**src/rtl/eic_pkg.sv**
```systemverilog
package eic_pkg;
  localparam int EIC_GROUPS = 7;
  localparam int EIC_W      = 32;
  localparam int EIC_PINS   = 128;
  localparam int EIC_DEAD   = 4;    // highest pins with no status bit
  localparam int TIMER_BIT  = 0;
  localparam int USB_BIT    = 2;

  typedef enum logic [1:0] {
    K_POL  = 2'd0,
    K_STAT = 2'd1,
    K_EN   = 2'd2,
    K_TYPE = 2'd3
  } reg_kind_e;

  function automatic int pin_group(int n, int groups);
    return groups - 1 - (n >> 5);
  endfunction

  function automatic int pin_bit(int n);
    return (24 - (n & 24)) | (n & 7);
  endfunction

  function automatic logic [EIC_W-1:0] grp_mask(int g, int groups, int pins, int dead);
    logic [EIC_W-1:0] m;
    m = '0;
    if (g == 0) begin
      m[TIMER_BIT] = 1'b1;
      m[USB_BIT]   = 1'b1;
    end else if (g >= groups - pins / EIC_W) begin
      m = '1;
      for (int p = pins - dead; p < pins; p++)
        if (pin_group(p, groups) == g) m[pin_bit(p)] = 1'b0;
    end
    return m;
  endfunction
endpackage

```
**src/rtl/eic_sync.sv**
```systemverilog
module eic_sync #(
  parameter int W = 8
) (
  input  logic         clk,
  input  logic         rst_n,
  input  logic [W-1:0] d,
  output logic [W-1:0] q
);
  logic [W-1:0] s1_q;

  always_ff @(posedge clk or negedge rst_n) begin
    if (!rst_n) begin
      s1_q <= '0;
      q    <= '0;
    end else begin
      s1_q <= d;
      q    <= s1_q;
    end
  end
endmodule

```
**src/rtl/eic_group.sv**
```systemverilog
module eic_group
  import eic_pkg::*;
#(
  parameter int         W    = 32,
  parameter logic [W-1:0] MASK = '1
) (
  input  logic         clk,
  input  logic         rst_n,
  input  logic [W-1:0] src,
  input  logic [3:0]   wr_sel,
  input  logic [W-1:0] wdata,
  output logic [W-1:0] pol_q,
  output logic [W-1:0] stat_q,
  output logic [W-1:0] en_q,
  output logic [W-1:0] typ_q,
  output logic         irq
);
  logic [W-1:0] prev_q;
  logic [W-1:0] act, act_prev, hit, clr;

  // both samples judged under the current polarity: no false edge on rewrite
  assign act      = ~(src ^ pol_q);
  assign act_prev = ~(prev_q ^ pol_q);
  assign hit      = MASK & ((typ_q & act) | (~typ_q & act & ~act_prev));
  assign clr      = wr_sel[K_STAT] ? wdata : '0;

  always_ff @(posedge clk or negedge rst_n) begin
    if (!rst_n) begin
      prev_q <= '0;
      pol_q  <= '0;
      stat_q <= '0;
      en_q   <= '0;
      typ_q  <= '0;
    end else begin
      prev_q <= src;
      if (wr_sel[K_POL])  pol_q <= wdata & MASK;
      if (wr_sel[K_EN])   en_q  <= wdata & MASK;
      if (wr_sel[K_TYPE]) typ_q <= wdata & MASK;
      stat_q <= (stat_q & ~clr) | hit;
    end
  end

  assign irq = |(stat_q & en_q);

  // a set status bit holds unless a clear is written
  a_r4_sticky: assert property (@(posedge clk) disable iff (!rst_n)
    !wr_sel[K_STAT] |=> ((stat_q & $past(stat_q)) == $past(stat_q)));

  // written ones clear every bit without a set condition
  a_r5_w1c: assert property (@(posedge clk) disable iff (!rst_n)
    wr_sel[K_STAT] |=> ((stat_q & $past(wdata & ~(typ_q & act) & ~(~typ_q & act & ~act_prev))) == '0));

  // an active level on an implemented level bit lands in status
  a_r6_level_sets: assert property (@(posedge clk) disable iff (!rst_n)
    1'b1 |=> (($past(MASK & typ_q & act) & ~stat_q) == '0));

  // a qualifying edge on an implemented edge bit lands in status
  a_r4_edge_sets: assert property (@(posedge clk) disable iff (!rst_n)
    1'b1 |=> (($past(MASK & ~typ_q & act & ~act_prev) & ~stat_q) == '0));
endmodule

```
**src/rtl/eic_top.sv**
```systemverilog
module eic_top
  import eic_pkg::*;
#(
  parameter int NUM_GROUPS = EIC_GROUPS,
  parameter int GRP_W      = EIC_W,
  parameter int NUM_PINS   = EIC_PINS,
  parameter int DEAD_PINS  = EIC_DEAD,
  parameter int GIDX_W     = $clog2(NUM_GROUPS),
  parameter int ADDR_W     = GIDX_W + 3
) (
  input  logic                  clk,
  input  logic                  rst_n,
  input  logic                  bus_we,
  input  logic [ADDR_W-1:0]     bus_addr,
  input  logic [GRP_W-1:0]      bus_wdata,
  output logic [GRP_W-1:0]      bus_rdata,
  input  logic [NUM_PINS-1:0]   gpio_in,
  input  logic                  timer_evt,
  input  logic                  usb_evt,
  output logic [NUM_GROUPS-1:0] irq_out
);
  localparam int FLAT_W = NUM_GROUPS * GRP_W;

  logic [NUM_GROUPS-1:0][GRP_W-1:0] raw_src, sync_src;
  logic [NUM_GROUPS-1:0][GRP_W-1:0] pol_v, stat_v, en_v, typ_v;
  logic [NUM_GROUPS-1:0]            grp_irq;
  logic                             in_map;
  logic [1:0]                       kind;
  logic [GIDX_W-1:0]                gsel;

  assign in_map = bus_addr[ADDR_W-1];
  assign kind   = bus_addr[GIDX_W+1:GIDX_W];
  assign gsel   = bus_addr[GIDX_W-1:0];

  // route pins and on-chip events into their group bit positions
  always_comb begin
    raw_src = '0;
    for (int n = 0; n < NUM_PINS; n++)
      raw_src[pin_group(n, NUM_GROUPS)][pin_bit(n)] = gpio_in[n];
    raw_src[0][TIMER_BIT] = timer_evt;
    raw_src[0][USB_BIT]   = usb_evt;
  end

  eic_sync #(.W(FLAT_W)) u_sync (
    .clk  (clk),
    .rst_n(rst_n),
    .d    (raw_src),
    .q    (sync_src)
  );

  for (genvar g = 0; g < NUM_GROUPS; g++) begin : g_grp
    logic [3:0] wsel;
    always_comb begin
      for (int k = 0; k < 4; k++)
        wsel[k] = bus_we && in_map && (int'(gsel) == g) && (int'(kind) == k);
    end

    eic_group #(
      .W   (GRP_W),
      .MASK(grp_mask(g, NUM_GROUPS, NUM_PINS, DEAD_PINS))
    ) u_grp (
      .clk   (clk),
      .rst_n (rst_n),
      .src   (sync_src[g]),
      .wr_sel(wsel),
      .wdata (bus_wdata),
      .pol_q (pol_v[g]),
      .stat_q(stat_v[g]),
      .en_q  (en_v[g]),
      .typ_q (typ_v[g]),
      .irq   (grp_irq[g])
    );

    // reversed wiring: group g feeds output line NUM_GROUPS-1-g
    assign irq_out[NUM_GROUPS-1-g] = grp_irq[g];
  end

  always_comb begin
    bus_rdata = '0;
    if (in_map && int'(gsel) < NUM_GROUPS) begin
      case (reg_kind_e'(kind))
        K_POL:   bus_rdata = pol_v[gsel];
        K_STAT:  bus_rdata = stat_v[gsel];
        K_EN:    bus_rdata = en_v[gsel];
        default: bus_rdata = typ_v[gsel];
      endcase
    end
  end

  // the two groups with no implemented bits always read zero
  a_r7_dead_groups_zero: assert property (@(posedge clk) disable iff (!rst_n)
    (in_map && (gsel == GIDX_W'(1) || gsel == GIDX_W'(2))) |-> (bus_rdata == '0));
endmodule

```
**config.mk**
```make
export PLATFORM = sky130hd
export DESIGN_NAME = eic_top
export DESIGN_NICKNAME = d
export VERILOG_FILES = /design/src/rtl/eic_pkg.sv /design/src/rtl/eic_sync.sv /design/src/rtl/eic_group.sv /design/src/rtl/eic_top.sv
export SDC_FILE = /design/constraint.sdc
export NUM_CORES = 1
export LEC_CHECK = 0
export BUFFER_PORTS_ARGS = -buffer_cell sky130_fd_sc_hd__buf_2
export CAP_MARGIN = 20
export CORE_ASPECT_RATIO = 1.25
export CORE_MARGIN = 4
export CORE_UTILIZATION = 43
export CTS_CLUSTER_DIAMETER = 200
export DETAILED_ROUTE_END_ITERATION = 7
export HOLD_SLACK_MARGIN = 0.05
export PLACE_DENSITY = 0.6
export SETUP_SLACK_MARGIN = 0.1
export SLEW_MARGIN = 25
export SYNTH_ARGS = -nofsm -noshare
export SYNTH_HDL_FRONTEND = slang
export SYNTH_SLANG_ARGS = --single-unit
```
**constraint.sdc**
```tcl
create_clock -name clk -period 1.95 [get_ports clk]
set_input_delay 0.2925 -clock clk [delete_from_list [all_inputs] [get_ports clk]]
set_output_delay 0.2925 -clock clk [all_outputs]
set_load 0.02 [all_outputs]
```
==> metrics.md <==
| Metric | Value |
|---|---|
| Post-Route WL | `135.2 mm` |
| Router iterations before antenna repair | `5` |
| Pin count of the biggest net entering global routing | `100` |
| Headroom to the max-slew limit | `56.02%` |
| Instance area at placement | `0.04629 mm²` |
| Transition time at the pin with the least slew margin | `657.3 ps` |
| Setup Slack @ Placement | `-517.0 ps` |
| Register clock-pin slew on the reported worst setup and hold paths | `around 60 ps` |
| Count of warnings emitted by yosys | `0` |
| Post-Syn Area | `0.04066 mm²` |
| Leakage Power | `23.36 nW` |
| Syn Area/Cell | `13.32 µm²` |
| Synth area leaders | `sky130_fd_sc_hd__dfrtp_1, sky130_fd_sc_hd__mux2_2, sky130_fd_sc_hd__a21boi_0, sky130_fd_sc_hd__mux2i_1, sky130_fd_sc_hd__mux2_1` |
| Setup repair after global routing missed its margin | `yes` |
| Via/cell ratio | `between 5 and 6` |
| CP max FO | `2` |
| Area used by sequential logic in the layout | `around 0.025 mm²` |
| Global-route wire length before repair | `202.2 mm` |
| Final design utilization | `56.01%` |
| Detailed-route DRC error count | `0` |
| Share of layout cells above drive strength 1 | `35.33%` |
| ANT nets after route | `0` |
| Initial antenna violation count | `7` |
| Number of placed I/O pins | `210` |
| Worst min-delay path category | `in2async` |
| Run status | `complete, but fails checks` |
| Largest area contributor in the synthesized netlist | `sky130_fd_sc_hd__dfrtp_1` |
| Last weighted congestion value of the routability-driven placer | `roughly 0.94` |
| Die X | `283.0 µm` |
| Area growth from synthesis to final layout | `28.62%` |
| Root cell of the clock tree | `sky130_fd_sc_hd__clkbuf_16` |
| Synthesized netlist cell count | `3053` |
| Starting density of the core | `43.55%` |
| Max-cap check violation count | `0` |
| Hold Vio Cnt, Final | `0` |
| Floorplan die area | `0.09957 mm²` |
| Clock latency on the worst-skew pair | `680 ps` |
| Total GRT Usage | `27.01%` |
| Rows | `roughly 130` |
| Via count of the routed design | `29010` |
| Required @ worst endpoint | `1660 ps` |
| Cell area after layout | `0.05230 mm²` |
| Vias in the first global route | `30610` |
| Area used by multi-input combinational logic | `0.01623 mm²` |
| Setup crit end kind | `output port` |
| Pins over their slew limit | `0` |
| Net total in the final layout | `3860` |
| Data arrival time of the critical path | `2350 ps` |
| Cell area power density | `940.3 mW/mm²` |
| Violation count after the first detailed-routing iteration | `2219` |
| CTS Buffer Depth | `3` |
| Worst setup path category | `reg2out` |
| Congestion Overflow GR | `0` |
| Main flop type after synthesis | `sky130_fd_sc_hd__dfrtp_1` |
| Largest voltage drop on the vdd net | `~0.00075 V` |
| Non-Filler Instances | `4973` |
| Layout fillers | `7553` |
| CTS H-tree depth | `3` |
| Clock period minus final worst setup slack | `approximately 2600 ps` |
| Number of flops mapped to enable cells by yosys | `0` |
| PnR worst setup slack | `-694.2 ps` |
| Placed cells | `4630` |
| Area share of the leading cell type in the synthesized netlist | `60.31%` |
| Placeable core region | `0.09337 mm²` |
| Number of buffer cells added on primary ports | `203` |
| Drt wl/cell | `27.18 µm` |
| Number of buffers added by the clock tree synthesis step | `between 100 and 150` |
| TritonCTS clock tree | `built` |
| Violations in the final reports | `negative setup slack` |
| Part of the Yosys area used for sequential elements | `60.31%` |
| Critical path startpoint category | `flop` |
| Final worst-path cycle share | `135.6%` |
| Power consumption | `slightly below 50 mW` |
| Yosys reg bits | `980` |
| Total of endpoints with negative setup slack in the final report | `36` |
| Fmax | `0.3782 GHz` |
| HPWL after detailed placement | `96.30 mm` |
| Async S/R FF share, synth | `100.0%` |
| Num Clock Sinks | `980` |
| Final worst clock skew | `28.62 ps` |
| Distinct cell type count after synthesis | `63` |
| Die height | `351.8 µm` |
## where the power goes
part	switching, mW	leakage [nW]	total (mW)	internal [mW]
Clock	8.09	1.65	19.9	11.8
Combinational	3.02	9.83	6.05	3.02
Sequential	1.41	11.9	23.2	21.8
## stage by stage
step           TNS (ps)  hold WS [ps]
2_1_floorplan     -2635        -3.091
3_3_place_gp    -163860         155.6
3_5_place_dp    -176530         162.3
4_1_cts          -20540         50.65
5_1_grt          -21730         71.72
6_report         -19380         75.55
## area by class of cell
class,instances,share of cell area [%]
flip-flops and latches,980,47.01
clock inverters,29,0.8948
repair buffers,746,12.55
multi-input cells,1856,31.04
well taps,1206,2.885
clock buffers,150,5.587
diodes,2,0.009570
inverters,4,0.02871
## cells by family after synthesis
kind of cell | count (synthesis) | synth area share, %
multiplexers | 554 | 15.88
AND/OR/NAND/NOR | 547 | 6.542
XOR/XNOR | 60 | 1.292
buffers and inverters | 218 | 2.819
flip-flops | 980 | 60.31
AO/OA/AOI/OAI | 693 | 13.15
other | 1 | 0.009223
## path summary, 6_finish.rpt
kind | start | endpoint | slack (ps) | depth (start not counted)
min in group clk | bus_wdata[25] | g_grp[0].u_grp.stat_q[25] | 90 | 2
max in group asynchronous | rst_n | g_grp[6].u_grp.stat_q[14] | 860 | 4
min | rst_n | u_sync.s1_q[184] | 80 | 2
min reg2reg | u_sync.s1_q[161] | u_sync.q[161] | 330 | 0
max reg2reg | g_grp[3].u_grp.stat_q[31] | g_grp[3].u_grp.stat_q[31] | 690 | 4
max | g_grp[5].u_grp.stat_q[19] | irq_out[1] | -690 | 4
## metal layers
| layer | part of all wire, % | routed length [µm] | GRT usage (%) | vias to the layer above |
|---|---|---|---|---|
| met5 | 0.035 | 47 | 0 | - |
| li1 | - | - | - | 12500 |
| met2 | 48 | 64490 | 44.55 | 1027 |
| met1 | 41 | 55180 | 34.76 | 15160 |
| met4 | 5.4 | 7270 | 12.79 | 6 |
| met3 | 6.0 | 8166 | 5.061 | 317 |
## sequential cells by signal (all words and copies together), names as in the netlist
signal	flops
g_grp.u_grp.prev_q	126
g_grp.u_grp.en_q	126
u_sync.s1_q	126
g_grp.u_grp.pol_q	126
g_grp.u_grp.typ_q	126
u_sync.q	126
g_grp.u_grp.stat_q	224
## worst max-delay path: stages, from the launching register on
cell,delay [ps]
sky130_fd_sc_hd__dfrtp_1,450
sky130_fd_sc_hd__a22oi_1,340
sky130_fd_sc_hd__nand4_1,160
sky130_fd_sc_hd__or4_4,560
sky130_fd_sc_hd__buf_6,160
## cells in the mapped netlist, drive strengths merged (10+ instances only)
cell type / n
a2111oi: 15
a21boi: 195
a21o: 14
a21oi: 60
a221oi: 44
a22oi: 75
a311o: 96
buf: 99
clkbuf: 115
dfrtp: 980
mux2: 407
mux2i: 115
mux4: 32
nand2: 128
nand2b: 101
nand3: 13
nand4: 19
nor2: 158
nor3: 99
nor4: 10
o211ai: 24
o21a: 10
o21ai: 70
o22ai: 14
o2bb2ai: 58
xor2: 60
## layout by cell type (no fill, tap or decap), drive strengths merged, types with 19 or more instances in the layout
cell type,Yosys,final
dfrtp,980,980
buf,99,608
mux2,407,407
a21boi,195,195
nor2,158,158
clkbuf,115,150
dlygate4sd3,0,138
nand2,128,128
mux2i,115,115
nand2b,101,101
nor3,99,99
a311o,96,96
a22oi,75,75
o21ai,70,70
xor2,60,60
a21oi,60,60
o2bb2ai,58,58
a221oi,44,44
mux4,32,32
o211ai,24,24
nand4,19,19
## timing repair
action	in CTS	in global routing
endpoints found under the setup margin	37	37
gates resized for setup	211	58
buffers inserted	18	11
pin swaps	62	46
hold endpoints to repair	563	0
hold buffers	138	0
Note: power is estimated with default switching activity, not from simulation.
